File: src/rtl/mac_rp_pkg.sv
package mac_rp_pkg;

  typedef enum logic [1:0] {
    OP_MUL   = 2'd0,
    OP_SAT   = 2'd1,
    OP_FLAGS = 2'd2,
    OP_READ  = 2'd3
  } mac_op_e;

  typedef struct packed {
    logic z;
    logic n;
    logic v;
    logic ev;
  } mac_flags_t;

endpackage

File: src/rtl/mac_prod_chk.sv
module mac_prod_chk #(
  parameter int DATA_W = 64,
  parameter int PROD_W = 40,
  parameter int BIG_SH = 50
) (
  input  logic [DATA_W-1:0] val,
  input  logic              is_signed,
  input  logic              sat,
  output logic [DATA_W-1:0] prod,
  output logic              ovf
);
  localparam int HI = DATA_W - PROD_W;
  localparam logic [DATA_W-1:0] BIG = DATA_W'(1) << BIG_SH;

  logic [PROD_W-1:0] lo;
  logic              s_ok, u_ok;

  assign lo   = val[PROD_W-1:0];
  assign s_ok = (val[DATA_W-1:PROD_W-1] == {(HI+1){val[PROD_W-1]}});
  assign u_ok = (val[DATA_W-1:PROD_W] == '0);

  always_comb begin
    ovf = is_signed ? !s_ok : !u_ok;
    if (!ovf) begin
      prod = val;
    end else if (sat) begin
      prod = (is_signed && val[DATA_W-1]) ? (~BIG + DATA_W'(1)) : BIG;
    end else if (is_signed) begin
      prod = {{HI{lo[PROD_W-1]}}, lo};
    end else begin
      prod = {{HI{1'b0}}, lo};
    end
  end
endmodule

File: src/rtl/mac_acc_sat.sv
module mac_acc_sat #(
  parameter int DATA_W = 64,
  parameter int ACC_W  = 48,
  parameter int RD_W   = 32
) (
  input  logic [DATA_W-1:0] val,
  input  logic              is_signed,
  input  logic              frac,
  input  logic              sat,
  output logic [DATA_W-1:0] acc,
  output logic              ovf
);
  localparam int HI = DATA_W - ACC_W;
  localparam logic [DATA_W-1:0] POS_ACC = {{(HI+1){1'b0}}, {(ACC_W-1){1'b1}}};
  localparam logic [DATA_W-1:0] POS_RD  = {{(DATA_W-RD_W+1){1'b0}}, {(RD_W-1){1'b1}}};
  localparam logic [DATA_W-1:0] U_MAX   = {{HI{1'b0}}, {ACC_W{1'b1}}};

  logic [ACC_W-1:0] lo;
  logic             s_ok, u_ok, neg;

  assign lo   = val[ACC_W-1:0];
  assign neg  = val[DATA_W-1];
  assign s_ok = (val[DATA_W-1:ACC_W-1] == {(HI+1){val[ACC_W-1]}});
  assign u_ok = (val[DATA_W-1:ACC_W] == '0);

  always_comb begin
    ovf = is_signed ? !s_ok : !u_ok;
    if (!ovf) begin
      acc = val;
    end else if (!is_signed) begin
      acc = sat ? U_MAX : {{HI{1'b0}}, lo};
    end else if (!sat) begin
      acc = {{HI{lo[ACC_W-1]}}, lo};
    end else if (frac) begin
      acc = neg ? ~POS_ACC : POS_ACC;
    end else begin
      acc = neg ? ~POS_RD : POS_RD;
    end
  end
endmodule

File: src/rtl/mac_rnd_even.sv
module mac_rnd_even #(
  parameter int DATA_W = 64,
  parameter int SH     = 24,
  parameter int OUT_W  = 16
) (
  input  logic [DATA_W-1:0] val,
  input  logic              en,
  input  logic              sat,
  output logic [OUT_W-1:0]  q_out
);
  localparam logic [SH-1:0] HALF = SH'(1) << (SH - 1);

  logic [DATA_W-1:0] q, qi;
  logic [SH-1:0]     rem;
  logic              up, fits;

  assign q    = DATA_W'($signed(val) >>> SH);
  assign rem  = val[SH-1:0];
  assign up   = en && ((rem > HALF) || ((rem == HALF) && q[0]));
  assign qi   = q + {{(DATA_W-1){1'b0}}, up};
  assign fits = (qi[DATA_W-1:OUT_W-1] == {(DATA_W-OUT_W+1){qi[OUT_W-1]}});

  always_comb begin
    if (sat && !fits) begin
      q_out = qi[DATA_W-1] ? {1'b1, {(OUT_W-1){1'b0}}} : {1'b0, {(OUT_W-1){1'b1}}};
    end else begin
      q_out = qi[OUT_W-1:0];
    end
  end
endmodule

File: src/rtl/mac_flag_eval.sv
module mac_flag_eval #(
  parameter int ACC_W  = 48,
  parameter int PROD_W = 40,
  parameter int RD_W   = 32
) (
  input  logic [ACC_W-1:0] a,
  input  logic             frac,
  input  logic             sgn,
  output logic             z,
  output logic             n,
  output logic             ev
);
  logic [ACC_W-PROD_W-1:0] ext_f;
  logic [ACC_W-RD_W-1:0]   ext_i;

  assign ext_f = a[ACC_W-1:PROD_W];
  assign ext_i = a[ACC_W-1:RD_W];
  assign z     = (a == '0);
  assign n     = a[ACC_W-1];

  always_comb begin
    if (frac)      ev = !((ext_f == '0) || (ext_f == '1));
    else if (sgn)  ev = !((ext_i == '0) || (ext_i == '1));
    else           ev = (ext_i != '0);
  end
endmodule

File: src/rtl/mac_result_path.sv
module mac_result_path #(
  parameter int DATA_W  = 64,
  parameter int ACC_W   = 48,
  parameter int PROD_W  = 40,
  parameter int RD_W    = 32,
  parameter int HALF_W  = 16,
  parameter int HALF_SH = 24,
  parameter int RND_SH  = 8,
  parameter int BIG_SH  = 50,
  parameter int NUM_ACC = 4,
  localparam int SEL_W  = (NUM_ACC > 1) ? $clog2(NUM_ACC) : 1
) (
  input  logic               clk,
  input  logic               rst_n,
  input  logic               in_valid,
  output logic               in_ready,
  input  logic [1:0]         in_op,
  input  logic [SEL_W-1:0]   in_sel,
  input  logic [DATA_W-1:0]  in_val,
  input  logic               mode_frac,
  input  logic               mode_signed,
  input  logic               mode_round,
  input  logic               mode_half,
  input  logic               mode_sat,
  input  logic               flag_clr,
  output logic               res_valid,
  input  logic               res_ready,
  output logic [DATA_W-1:0]  res_data,
  output logic               flag_z,
  output logic               flag_n,
  output logic               flag_v,
  output logic               flag_ev,
  output logic [NUM_ACC-1:0] flag_pav
);
  import mac_rp_pkg::*;

  localparam logic [DATA_W-1:0] RD_POS = {{(DATA_W-RD_W+1){1'b0}}, {(RD_W-1){1'b1}}};
  localparam logic [DATA_W-1:0] RD_NEG = {{(DATA_W-RD_W){1'b0}}, 1'b1, {(RD_W-1){1'b0}}};
  localparam logic [DATA_W-1:0] RD_ONES = {{(DATA_W-RD_W){1'b0}}, {RD_W{1'b1}}};

  mac_op_e            op;
  logic               accept, is_signed;
  logic [DATA_W-1:0]  prod_w, sat_w, rd_w, nxt_data;
  logic               prod_ovf, sat_ovf;
  logic [HALF_W-1:0]  r_half;
  logic [RD_W-1:0]    r_word;
  logic               ev_z, ev_n, ev_ev;
  mac_flags_t         cur_f, base_f, nxt_f;
  logic [NUM_ACC-1:0] base_pav, nxt_pav;

  assign op        = mac_op_e'(in_op);
  assign in_ready  = !res_valid || res_ready;
  assign accept    = in_valid && in_ready;
  assign is_signed = mode_frac || mode_signed;

  mac_prod_chk #(.DATA_W(DATA_W), .PROD_W(PROD_W), .BIG_SH(BIG_SH)) prod_i (
    .val(in_val), .is_signed(is_signed), .sat(mode_sat), .prod(prod_w), .ovf(prod_ovf)
  );

  mac_acc_sat #(.DATA_W(DATA_W), .ACC_W(ACC_W), .RD_W(RD_W)) sat_i (
    .val(in_val), .is_signed(is_signed), .frac(mode_frac), .sat(mode_sat),
    .acc(sat_w), .ovf(sat_ovf)
  );

  mac_rnd_even #(.DATA_W(DATA_W), .SH(HALF_SH), .OUT_W(HALF_W)) rnd_half_i (
    .val(in_val), .en(1'b1), .sat(mode_sat), .q_out(r_half)
  );

  mac_rnd_even #(.DATA_W(DATA_W), .SH(RND_SH), .OUT_W(RD_W)) rnd_word_i (
    .val(in_val), .en(mode_round), .sat(mode_sat), .q_out(r_word)
  );

  mac_flag_eval #(.ACC_W(ACC_W), .PROD_W(PROD_W), .RD_W(RD_W)) flg_i (
    .a(in_val[ACC_W-1:0]), .frac(mode_frac), .sgn(mode_signed),
    .z(ev_z), .n(ev_n), .ev(ev_ev)
  );

  // Plain integer read-back and read path selection
  always_comb begin
    logic fits32;
    fits32 = (in_val[DATA_W-1:RD_W-1] == {(DATA_W-RD_W+1){in_val[RD_W-1]}});
    if (mode_frac) begin
      rd_w = mode_half ? {{(DATA_W-HALF_W){1'b0}}, r_half}
                       : {{(DATA_W-RD_W){1'b0}}, r_word};
    end else if (mode_signed) begin
      if (fits32) rd_w = {{(DATA_W-RD_W){1'b0}}, in_val[RD_W-1:0]};
      else        rd_w = in_val[DATA_W-1] ? RD_NEG : RD_POS;
    end else begin
      if (in_val[DATA_W-1:RD_W] == '0) rd_w = {{(DATA_W-RD_W){1'b0}}, in_val[RD_W-1:0]};
      else                             rd_w = RD_ONES;
    end
  end

  // Flag update: clear first, then the accepted operation's effects
  always_comb begin
    cur_f    = '{z: flag_z, n: flag_n, v: flag_v, ev: flag_ev};
    base_f   = flag_clr ? '0 : cur_f;
    base_pav = flag_clr ? '0 : flag_pav;
    nxt_f    = base_f;
    nxt_pav  = base_pav;
    nxt_data = '0;
    if (accept) begin
      unique case (op)
        OP_MUL: begin
          nxt_data = prod_w;
          nxt_f.v  = base_f.v | prod_ovf;
        end
        OP_SAT: begin
          nxt_data        = sat_w;
          nxt_f.v         = base_f.v | sat_ovf;
          nxt_pav[in_sel] = base_pav[in_sel] | sat_ovf;
        end
        OP_FLAGS: begin
          nxt_f.z  = ev_z;
          nxt_f.n  = ev_n & ~ev_z;
          nxt_f.ev = ev_ev;
          nxt_f.v  = base_f.v | base_pav[in_sel];
        end
        default: begin
          nxt_data = rd_w;
        end
      endcase
    end
  end

  always_ff @(posedge clk) begin
    if (!rst_n) begin
      res_valid <= 1'b0;
      res_data  <= '0;
      flag_z    <= 1'b0;
      flag_n    <= 1'b0;
      flag_v    <= 1'b0;
      flag_ev   <= 1'b0;
      flag_pav  <= '0;
    end else begin
      if (accept) begin
        res_valid <= 1'b1;
        res_data  <= nxt_data;
      end else if (res_ready) begin
        res_valid <= 1'b0;
      end
      flag_z   <= nxt_f.z;
      flag_n   <= nxt_f.n;
      flag_v   <= nxt_f.v;
      flag_ev  <= nxt_f.ev;
      flag_pav <= nxt_pav;
    end
  end
endmodule

File: config.mk
export PLATFORM = sky130hd
export DESIGN_NAME = mac_result_path
export DESIGN_NICKNAME = d
export VERILOG_FILES = /design/src/rtl/mac_rp_pkg.sv /design/src/rtl/mac_prod_chk.sv /design/src/rtl/mac_acc_sat.sv /design/src/rtl/mac_rnd_even.sv /design/src/rtl/mac_flag_eval.sv /design/src/rtl/mac_result_path.sv
export SDC_FILE = /design/constraint.sdc
export NUM_CORES = 1
export LEC_CHECK = 0
export BUFFER_PORTS_ARGS = -buffer_cell sky130_fd_sc_hd__buf_2
export CORE_MARGIN = 5
export CORE_UTILIZATION = 35
export CTS_BUF_LIST = sky130_fd_sc_hd__clkbuf_4 sky130_fd_sc_hd__clkbuf_8
export DETAILED_ROUTE_END_ITERATION = 10
export GPL_TIMING_DRIVEN = 0
export PLACE_DENSITY = 0.55
export SLEW_MARGIN = 20
export SYNTH_ARGS = -nofsm -noshare
export SYNTH_HDL_FRONTEND = slang
export SYNTH_SLANG_ARGS = --single-unit
File: constraint.sdc
create_clock -name clk -period 5 [get_ports clk]
set_clock_uncertainty 0.15 [all_clocks]
set_input_delay 0.5 -clock clk [delete_from_list [all_inputs] [get_ports clk]]
set_output_delay 0.5 -clock clk [all_outputs]
set_load 0.05 [all_outputs]
After elaboration in Yosys (flattened, before gate mapping):

Cells that the tools add are included.

* reductions and logical operators: 32
* $add $sub $neg: 2
* equal/unequal tests: 11
* multiplexer cells: 41
* bitwise operators: 6
* magnitude comparators: 4

Operator list (number)
* two-way mux 64 bit: 12
* two-way mux 32 bit: 6
* one-hot mux 64 bit (3 select lines): 1
* equality test 32 bit: 2
* adder 56 x 2 -> 57 bit: 1
* equality test 48 bit: 1
* logical NOT 48 bit: 1
* two-way mux 48 bit: 1
* adder 40 x 2 -> 41 bit: 1
* logical NOT 16 bit: 2
* logical NOT 32 bit: 1
* two-way mux 16 bit: 2
* equality test 24 bit: 1
* equality test 24 bit, second input constant: 1
* greater-than comparator 24 bit, second input constant: 1
* logical NOT 24 bit: 1
* two-way mux 4 bit: 5
* equality test 16 bit: 1
* equality test 16 bit, second input constant: 1
* equality test 8 bit, second input constant: 2
* nonzero test 16 bit: 1
* logical NOT 1 bit: 9
* two-way mux 1 bit: 9
* greater-than comparator 8 bit, second input constant: 1
* other kinds (17): 32

* word-level logic and storage cells: 103
* register bits after elaboration: 73
* input bits: 78
* output and inout bits: 74

Longest topological paths before layout:

Gate-level depths: netlist (run 1).

* depth in word-level cells: 12
* gate-level depth with buffers: 18
* mapped depth without buffers: 16

By module:

From an unflattened synthesis (run 1), not the netlist that was laid out.

* cells, all modules: 1440
* area total of the unflattened synthesis: 10679.0 um^2

Modules (own cells, without submodules)
* mac_result_path: cells each 622, times used 1, seq. area each 1461.4 um^2, area an instance 5016.1 um^2
* mac_rnd_even at rnd_word_i: cells each 281, times used 1, seq. area each 0.0 um^2, area an instance 1971.9 um^2
* mac_rnd_even at rnd_half_i: cells each 243, times used 1, seq. area each 0.0 um^2, area an instance 1672.9 um^2
* mac_acc_sat: cells each 113, times used 1, seq. area each 0.0 um^2, area an instance 944.7 um^2
* mac_prod_chk: cells each 152, times used 1, seq. area each 0.0 um^2, area an instance 858.3 um^2
* mac_flag_eval: cells each 29, times used 1, seq. area each 0.0 um^2, area an instance 215.2 um^2

Worst setup path after synthesis (run 1):

OpenSTA, ideal clock, no wires.

* kind: input port to flip-flop
* start point: input in_val[19]
* end point: register res_data[8]
* arrival: 4.411 ns
* stages: 18
* required time: 4.762 ns
* library setup time: 0.088 ns
* buffers on the path: 2
* slack: 0.351 ns
* cell sequence: clkbuf_1 nor4_1 nand4_1 nor2_1 nor2b_1 ha_1 ha_1 nand3_1 or4_1 nor4_1 xnor2_1 or3b_1 a2111oi_1 a31oi_1 and3_1 a211o_1 buf_6 o32ai_2

* cells in the longest elaborated chain, start to end: 11
* elaborated cells on any way between the ends: 19
* those cells by class: add/sub (2); order compare (1); eq/ne (3); mux (7); reduce/logical (6)

RTL lines
* from (decl): line mac_result_path.sv:19 `input logic [DATA_W-1:0] in_val,`
* branches (longest 8 deep; another with adder 40 x 2 -> 41 bit)
* two-way mux 32 bit (*): line mac_result_path.sv:83 `rd_w = mode_half ? {{(DATA_W-HALF_W){1'b0}}, r_half}`
* two-way mux 64 bit (*): line mac_result_path.sv:82 `if (mode_frac) begin`
* one-hot mux 64 bit (3 select lines) (*): line mac_result_path.sv:103 `unique case (op)`
* to (signal assigned): line mac_result_path.sv:138 `res_data <= nxt_data;`
* to (decl): line mac_result_path.sv:28 `output logic [DATA_W-1:0] res_data,`

Every way passes the cells marked *.
A chain may end at the register's enable or synchronous reset.

Worst setup path after layout (run 1):

* start point: input in_val[15]
* end point: register res_data[11]

Same word-level chain as after synthesis.

==> run summary, run 1 <==
Routed WL: 33,800 um
final slew viol count: 0
commonest non-fill, non-tap cells in the layout: buf_2, nand2_1, a21oi_1
Mapped Area: 7620 um^2
maximum vdd drop: 100 uV
layout cells sized above 1: 0.169
utilization after layout: 0.415
Placed Area: 8630 um^2
GR Overflow Total: 0
IO Pins: 152
kind of critical path: in2reg
post-route setup TNS: 0 ns
Max-Cap Viols: 0
PwrDens: 202 nW/um^2
clk_lat worst skew: 0.38 ns
Setup violations, final: 0
Cell Int Power: 1.08 mW
CTS max path bufs: 2
Seq/Total Area, Yosys: 0.192
initial antenna violation count: 0
syn avg cell area: 6.82 um^2
R2R Path Start: res_valid$_SDFFE_PN0P_
CP Launch Point: in_val[15]
largest net degree at the start of global routing: 14
final hold vios: 0
top-area cell type share of the netlist area: 0.192
part of the power in registers: 0.350
R2R Setup Slk: 2.50 ns
Synth cell types: 75
H-tree depth: 3
Critical Path RT: 5.12 ns
Reg clk slew, reported paths: 0.09 ns
most common cell after layout, fill and taps aside: buf_2
async set-reset flop share out of synthesis: 0
Comb power frac: 0.351
final period utilization: 0.963
Via Count: 9,376
Static Leak: 3.13 nW
wire per inst: 21.8 um
drc violations: 0
routed vias/inst: 6.06
cell taking the most area after synthesis: dfxtp_1
min-delay worst type: in2reg
vias in the first global route: 8,579
NumNets Final: 1,351
Sw Ratio: 0.403
Clock Power Share: 0.298
RD Place Congestion: 0.988
Mapped Cells: 1,117
DP HPWL: 26,700 um
Max-slew headroom: 0.354
EDFF count, synth: 0
synth top area cells: dfxtp_1, a21oi_1, o21ai_0
status: complete, no violations
I/O Buffers: 130
worst-case reg-to-reg path depth: 6
non-filler cells, final: 1,547
Data arrival, critical path: 4.93 ns
post-synthesis register bit count: 73
all-layer global routing usage: 0.262
Chip Height: 158 um
Sink Count: 73
worst slew pin tran: 0.960 ns
Worst Hold Path Cells: 3
area grow syn2layout: 17.9%
crit-path max FO: 9
n_diodes: 0
Syn Nets: 1,206
Worst Setup Start Kind: input pin
Fmax: 208 MHz
Ys Warns: 0
first-pass GRT wire length: 50,500 um
initial DRC count: 986
RSZ-0062 raised after global routing: no
post-route ant nets: 0
die area: 24,800 um^2
drt first pass iters: 5
Core Box Area: 21,600 um^2
Final Cell Area: 8980 um^2
Num CTS Buffers: 9
crit path time final: 4.81 ns
top_reg_cell synth: dfxtp_1
total placed cells including tap cells: 1,527
Root Driver: clkbuf_8
CTS tree: yes
NetSw: 0.732 mW
Starting Density: 0.352
Die W: 158 um
num rows: 54
worst flop-to-flop path endpoint: res_data[40]$_SDFFE_PN0P_
Worst setup EP type: flip-flop
crit path to: res_data[11]$_SDFFE_PN0P_
==> routing by layer <==
metal | routed length [um] | GRT usage | share of wire
met4 | 788 | 0.0778 | 0.023
met3 | 2630 | 0.0313 | 0.078
met1 | 15100 | 0.371 | 0.45
met5 | 0 | 0 | 0
met2 | 15200 | 0.418 | 0.45
==> how the worst min path moves through the flow <==
stage	startpoint	to	slack, ns
4_1_cts	in_valid	res_valid$_SDFFE_PN0P_	0.23
3_5_place_dp	res_data[40]$_SDFFE_PN0P_	res_data[40]$_SDFFE_PN0P_	0.31
5_1_grt	in_valid	res_valid$_SDFFE_PN0P_	0.26
6_report	in_valid	res_valid$_SDFFE_PN0P_	0.24
2_1_floorplan	in_valid	res_valid$_SDFFE_PN0P_	0.49
3_3_place_gp	res_data[40]$_SDFFE_PN0P_	res_data[40]$_SDFFE_PN0P_	0.30
==> Yosys cell counts, drive strengths merged (5+ instances only) <==
library cell and instances:
nor3 40, and3 18, ha 11, nand2b 14
nand3 45, xnor2 57, nor2b 39, o31a 6
a22oi 12, o31ai 22, a211oi 15, o21a 11
xor2 30, clkbuf 71, dfxtp 73, or4 11
nor4 39, a211o 5, nor4b 5, o21ai 112
nand4 52, a21boi 5, nor3b 6, nand2 112
and4 11, nor2 56, and2 10, inv 19
buf 28, o22ai 7, a31oi 6, a21oi 109
or3 11
==> power by group through the flow <==
stage | Combinational, mW | Clock [mW] | Sequential (mW)
CTS | 0.625 | 0.553 | 0.635
finish | 0.637 | 0.541 | 0.635
global route | 0.682 | 0.580 | 0.639
detailed placement | 0.620 | 0 | 0.648
floorplan | 0.301 | 0 | 0.761
global placement | 0.619 | 0 | 0.649
==> through the flow <==
step | worst slack [ns] | hold slack (ns) | total power, mW
floorplan | 0.351 | 0.489 | 1.06
global placement | -1.08 | 0.304 | 1.27
detailed placement | -1.03 | 0.311 | 1.27
CTS | 0.00183 | 0.233 | 1.81
global route | 0.00167 | 0.260 | 1.90
finish | 0.187 | 0.244 | 1.81
==> critical path: stages <==
cell and delay [ns]:
buf_2 0.21, nor4_1 0.09, nand4_1 0.10, nor2_1 0.07, nor2b_1 0.12, ha_2 0.30
ha_1 0.24, nand3_2 0.21, nor2_1 0.49, nand3_1 0.16, xnor2_1 0.19, o41a_1 0.38
nor4b_2 0.56, a31oi_2 0.32, and3_1 0.27, a211o_1 0.29, o41ai_1 0.40
==> cell type report <==
| class | instances | area [um^2] |
|---|---|---|
| Fill cell | 2435 | 12600 |
| Inverter | 19 | 71.3 |
| Tap cell | 280 | 350 |
| Multi-Input combinational cell | 926 | 5770 |
| Sequential cell | 73 | 1460 |
| Clock buffer | 10 | 131 |
| Clock inverter | 6 | 90.1 |
| Timing Repair Buffer | 134 | 681 |
| Buffer | 99 | 423 |
==> state kept, by name, summed over array words and instances (netlist names) <==
signal	count
flag_n	1
flag_ev	1
flag_pav	4
flag_v	1
flag_z	1
res_data	64
res_valid	1
==> logic make-up (layout without fill, tap and decap cells) <==
| kind of cell | Yosys count | after routing | synth area share |
|---|---|---|---|
| and+or+nand+nor | 480 | 480 | 0.344 |
| AOI/OAI and AO/OA | 342 | 342 | 0.273 |
| buffers and inverters | 118 | 268 | 0.0639 |
| xor gates and xnor gates | 87 | 87 | 0.100 |
| DFF | 73 | 73 | 0.192 |
| adders and majority gates | 11 | 11 | 0.0181 |
| muxes | 6 | 6 | 0.00969 |
==> timing repair <==
item	CTS	global route
setup endpoints to repair	31	31
resized for setup	8	19
buffers inserted	0	4
hold buffers	0	0
pin swaps	0	3
(Power assumes the default switching activity.)
==> run 2: changes to the inputs <==
--- a/config.mk
+++ b/config.mk
@@ -8,9 +8,10 @@
 export BUFFER_PORTS_ARGS = -buffer_cell sky130_fd_sc_hd__buf_2
 export CORE_MARGIN = 5
 export CORE_UTILIZATION = 35
-export CTS_BUF_LIST = sky130_fd_sc_hd__clkbuf_4 sky130_fd_sc_hd__clkbuf_8
+export CTS_BUF_LIST = sky130_fd_sc_hd__clkbuf_8 sky130_fd_sc_hd__clkbuf_16
 export DETAILED_ROUTE_END_ITERATION = 10
 export GPL_TIMING_DRIVEN = 0
+export MAX_ROUTING_LAYER = met4
 export PLACE_DENSITY = 0.55
 export SLEW_MARGIN = 20
 export SYNTH_ARGS = -nofsm -noshare
==> run 2 against run 1 <==
  * Combinational power about the same
  * Highest routed layer unchanged
  * Fmax fell by 0.25%
  * Clock power is 18% higher
  * Global-route usage rose by 1.1 points
  * Non-clock buffer count is 2 lower
  * Die area unchanged
  * Critical endpoint is now res_data[26]$_SDFFE_PN0P_
  * First-iteration DRC count decreased by 0.81%
  * Critical path depth is 1 lower
  * Utilization increased by 0.34 points
==> run summary, run 2 (synthesized netlist as in run 1, its figures left out) <==
non-filler cells, final: 1,545 (-0.13%)
layout cells sized above 1: 0.172 (+0.00264)
kind of critical path: in2reg
maximum vdd drop: 140 uV (+40%)
routed vias/inst: 6.06 (about the same)
PwrDens: 211 nW/um^2 (+4.7%)
n_diodes: 0 (unchanged)
I/O Buffers: 130 (unchanged)
Worst Setup Start Kind: input pin
Chip Height: 158 um (unchanged)
DP HPWL: 27,100 um (+1.2%)
CTS max path bufs: 2 (unchanged)
drt first pass iters: 5 (unchanged)
final slew viol count: 0 (unchanged)
Root Driver: clkbuf_16
max FFs per register: 64 (unchanged)
num rows: 54 (unchanged)
biggest regs: res_data: 64 flops, flag_pav: 4 flops
commonest non-fill, non-tap cells in the layout: buf_2, nand2_1, a21oi_1
Routed WL: 34,100 um (+0.84%)
Reg clk slew, reported paths: 0.07 ns (-0.02 ns)
vias in the first global route: 8,738 (+1.9%)
status: complete, no violations
first-pass GRT wire length: 51,200 um (+1.4%)
wire per inst: 22.0 um (+0.97%)
Starting Density: 0.352 (unchanged)
Placed Area: 8620 um^2 (about the same)
Num CTS Buffers: 9 (unchanged)
worst slew pin tran: 0.995 ns (+0.0351 ns)
RD Place Congestion: 1.01 (+2.0%)
clk_lat worst skew: 0.35 ns (-0.03 ns)
crit-path max FO: 9 (unchanged)
H-tree depth: 3 (unchanged)
slowest CP cell: or4_1
Final Cell Area: 9050 um^2 (+0.81%)
Core Box Area: 21,600 um^2 (unchanged)
NumNets Final: 1,349 (-0.15%)
Buffers & Inverters on Critical Path: 2 (+1)
utilization after layout: 0.419 (+0.00336)
die area: 24,800 um^2 (unchanged)
most common cell after layout, fill and taps aside: buf_2
Via Count: 9,369 (-0.075%)
Die W: 158 um (unchanged)
Max-slew headroom: 0.331 (-0.0236)
CP Cell Sequence: buf_2 > nor4_1 > nand2_1 > and3_1 > ha_1 > nand3_1 > or4_1 > buf_2 > or4_4 > or3_1 > a211oi_2 > o22ai_1 > or4_1 > o21ai_2 > a21oi_1 > o21a_1
crit path time final: 4.82 ns (+0.0119 ns)
CTS tree: yes
Sink Count: 73 (unchanged)
Worst setup EP type: flip-flop
initial DRC count: 978 (-0.81%)
IO Pins: 152 (unchanged)
Most flops, register: res_data
cts hold-fix bufs: 0 (unchanged)
Worst Setup Slack, final: 0.175 ns (-0.0119 ns)
Setup violations, final: 0 (unchanged)
drc violations: 0 (unchanged)
Top delay family on crit path: simple AND/OR/NAND/NOR gates
area grow syn2layout: 18.9%
largest net degree at the start of global routing: 16 (+2)
post-route ant nets: 0 (unchanged)
Hold WS: 0.280 ns (+0.0358 ns)
GR Overflow Total: 0 (unchanged)
initial antenna violation count: 0 (unchanged)
Fmax: 207 MHz (-0.25%)
all-layer global routing usage: 0.273 (+0.0114)
R2R Setup Slk: 2.57 ns (+0.07 ns)
Critical Path RT: 5.10 ns (-0.02 ns)
Worst path max stage delay: 0.62 ns (+0.06 ns)
min-delay worst type: in2reg
final hold vios: 0 (unchanged)
fillcell total: 2,375 (-2.5%)
final period utilization: 0.965 (+0.00238)
Place WS: -0.967 ns (+0.0671 ns)
total placed cells including tap cells: 1,527 (unchanged)
Data arrival, critical path: 4.92 ns (about the same)
Max-Cap Viols: 0 (unchanged)
Static Leak: 3.15 nW (+0.59%)
-- run 2: per-layer routing --
metal / track usage / share of wire / vias up
met1: 0.370 / 0.45 / 4460
li1: - / - / 4433
met4: 0.0828 / 0.028 / 0
met3: 0.0330 / 0.073 / 59
met2: 0.427 / 0.45 / 417
met5: - / 0 / -
-- run 2: cell type report --
class / instances / area (um^2) / share of cell area
clock buffer: 9 / 225 / 0.0249
clock inverter: 7 / 61.3 / 0.00677
sequential: 73 / 1460 / 0.161
buffer: 99 / 427 / 0.0471
multi-input combinational: 926 / 5790 / 0.640
tap: 280 / 350 / 0.0387
timing repair buffer: 132 / 666 / 0.0735
inverter: 19 / 71.3 / 0.00788
-- run 2: path summary, 6_finish.rpt --
path | depth (start not counted) | start | end
hold reg to reg | 2 | res_data[40]$_SDFFE_PN0P_ | res_data[40]$_SDFFE_PN0P_
setup reg to reg | 6 | res_valid$_SDFFE_PN0P_ | res_data[40]$_SDFFE_PN0P_
hold / removal | 3 | in_valid | res_valid$_SDFFE_PN0P_
setup / recovery | 16 | in_val[8] | res_data[26]$_SDFFE_PN0P_
-- run 2: tightest hold or removal path: cells and delay by family --
kind / cells / cell delay (ns)
buffers and inverters: 2 / 0.16
AOI/OAI and AO/OA: 1 / 0.06
-- run 2: report_power, final --
| part | switching (mW) | internal [mW] | leakage, nW |
|---|---|---|---|
| Sequential | 0.0207 | 0.615 | 0.596 |
| Clock | 0.297 | 0.345 | 0.135 |
| Combinational | 0.459 | 0.179 | 2.42 |
| Total | 0.776 | 1.14 | 3.15 |
-- run 2: per-stage QoR --
step	power (mW)	TNS, ns
floorplan	1.06	0
global placement	1.27	-26.91
detailed placement	1.27	-25.68
CTS	1.91	0
global route	2.00	-0.00117
finish	1.91	0
-- run 2: timing repair --
item | CTS | global route
pin swaps | 0 | 2
gates cloned | 0 | 0
setup buffers | 0 | 2
setup endpoints to repair | 32 | 31
gates resized for setup | 10 | 25
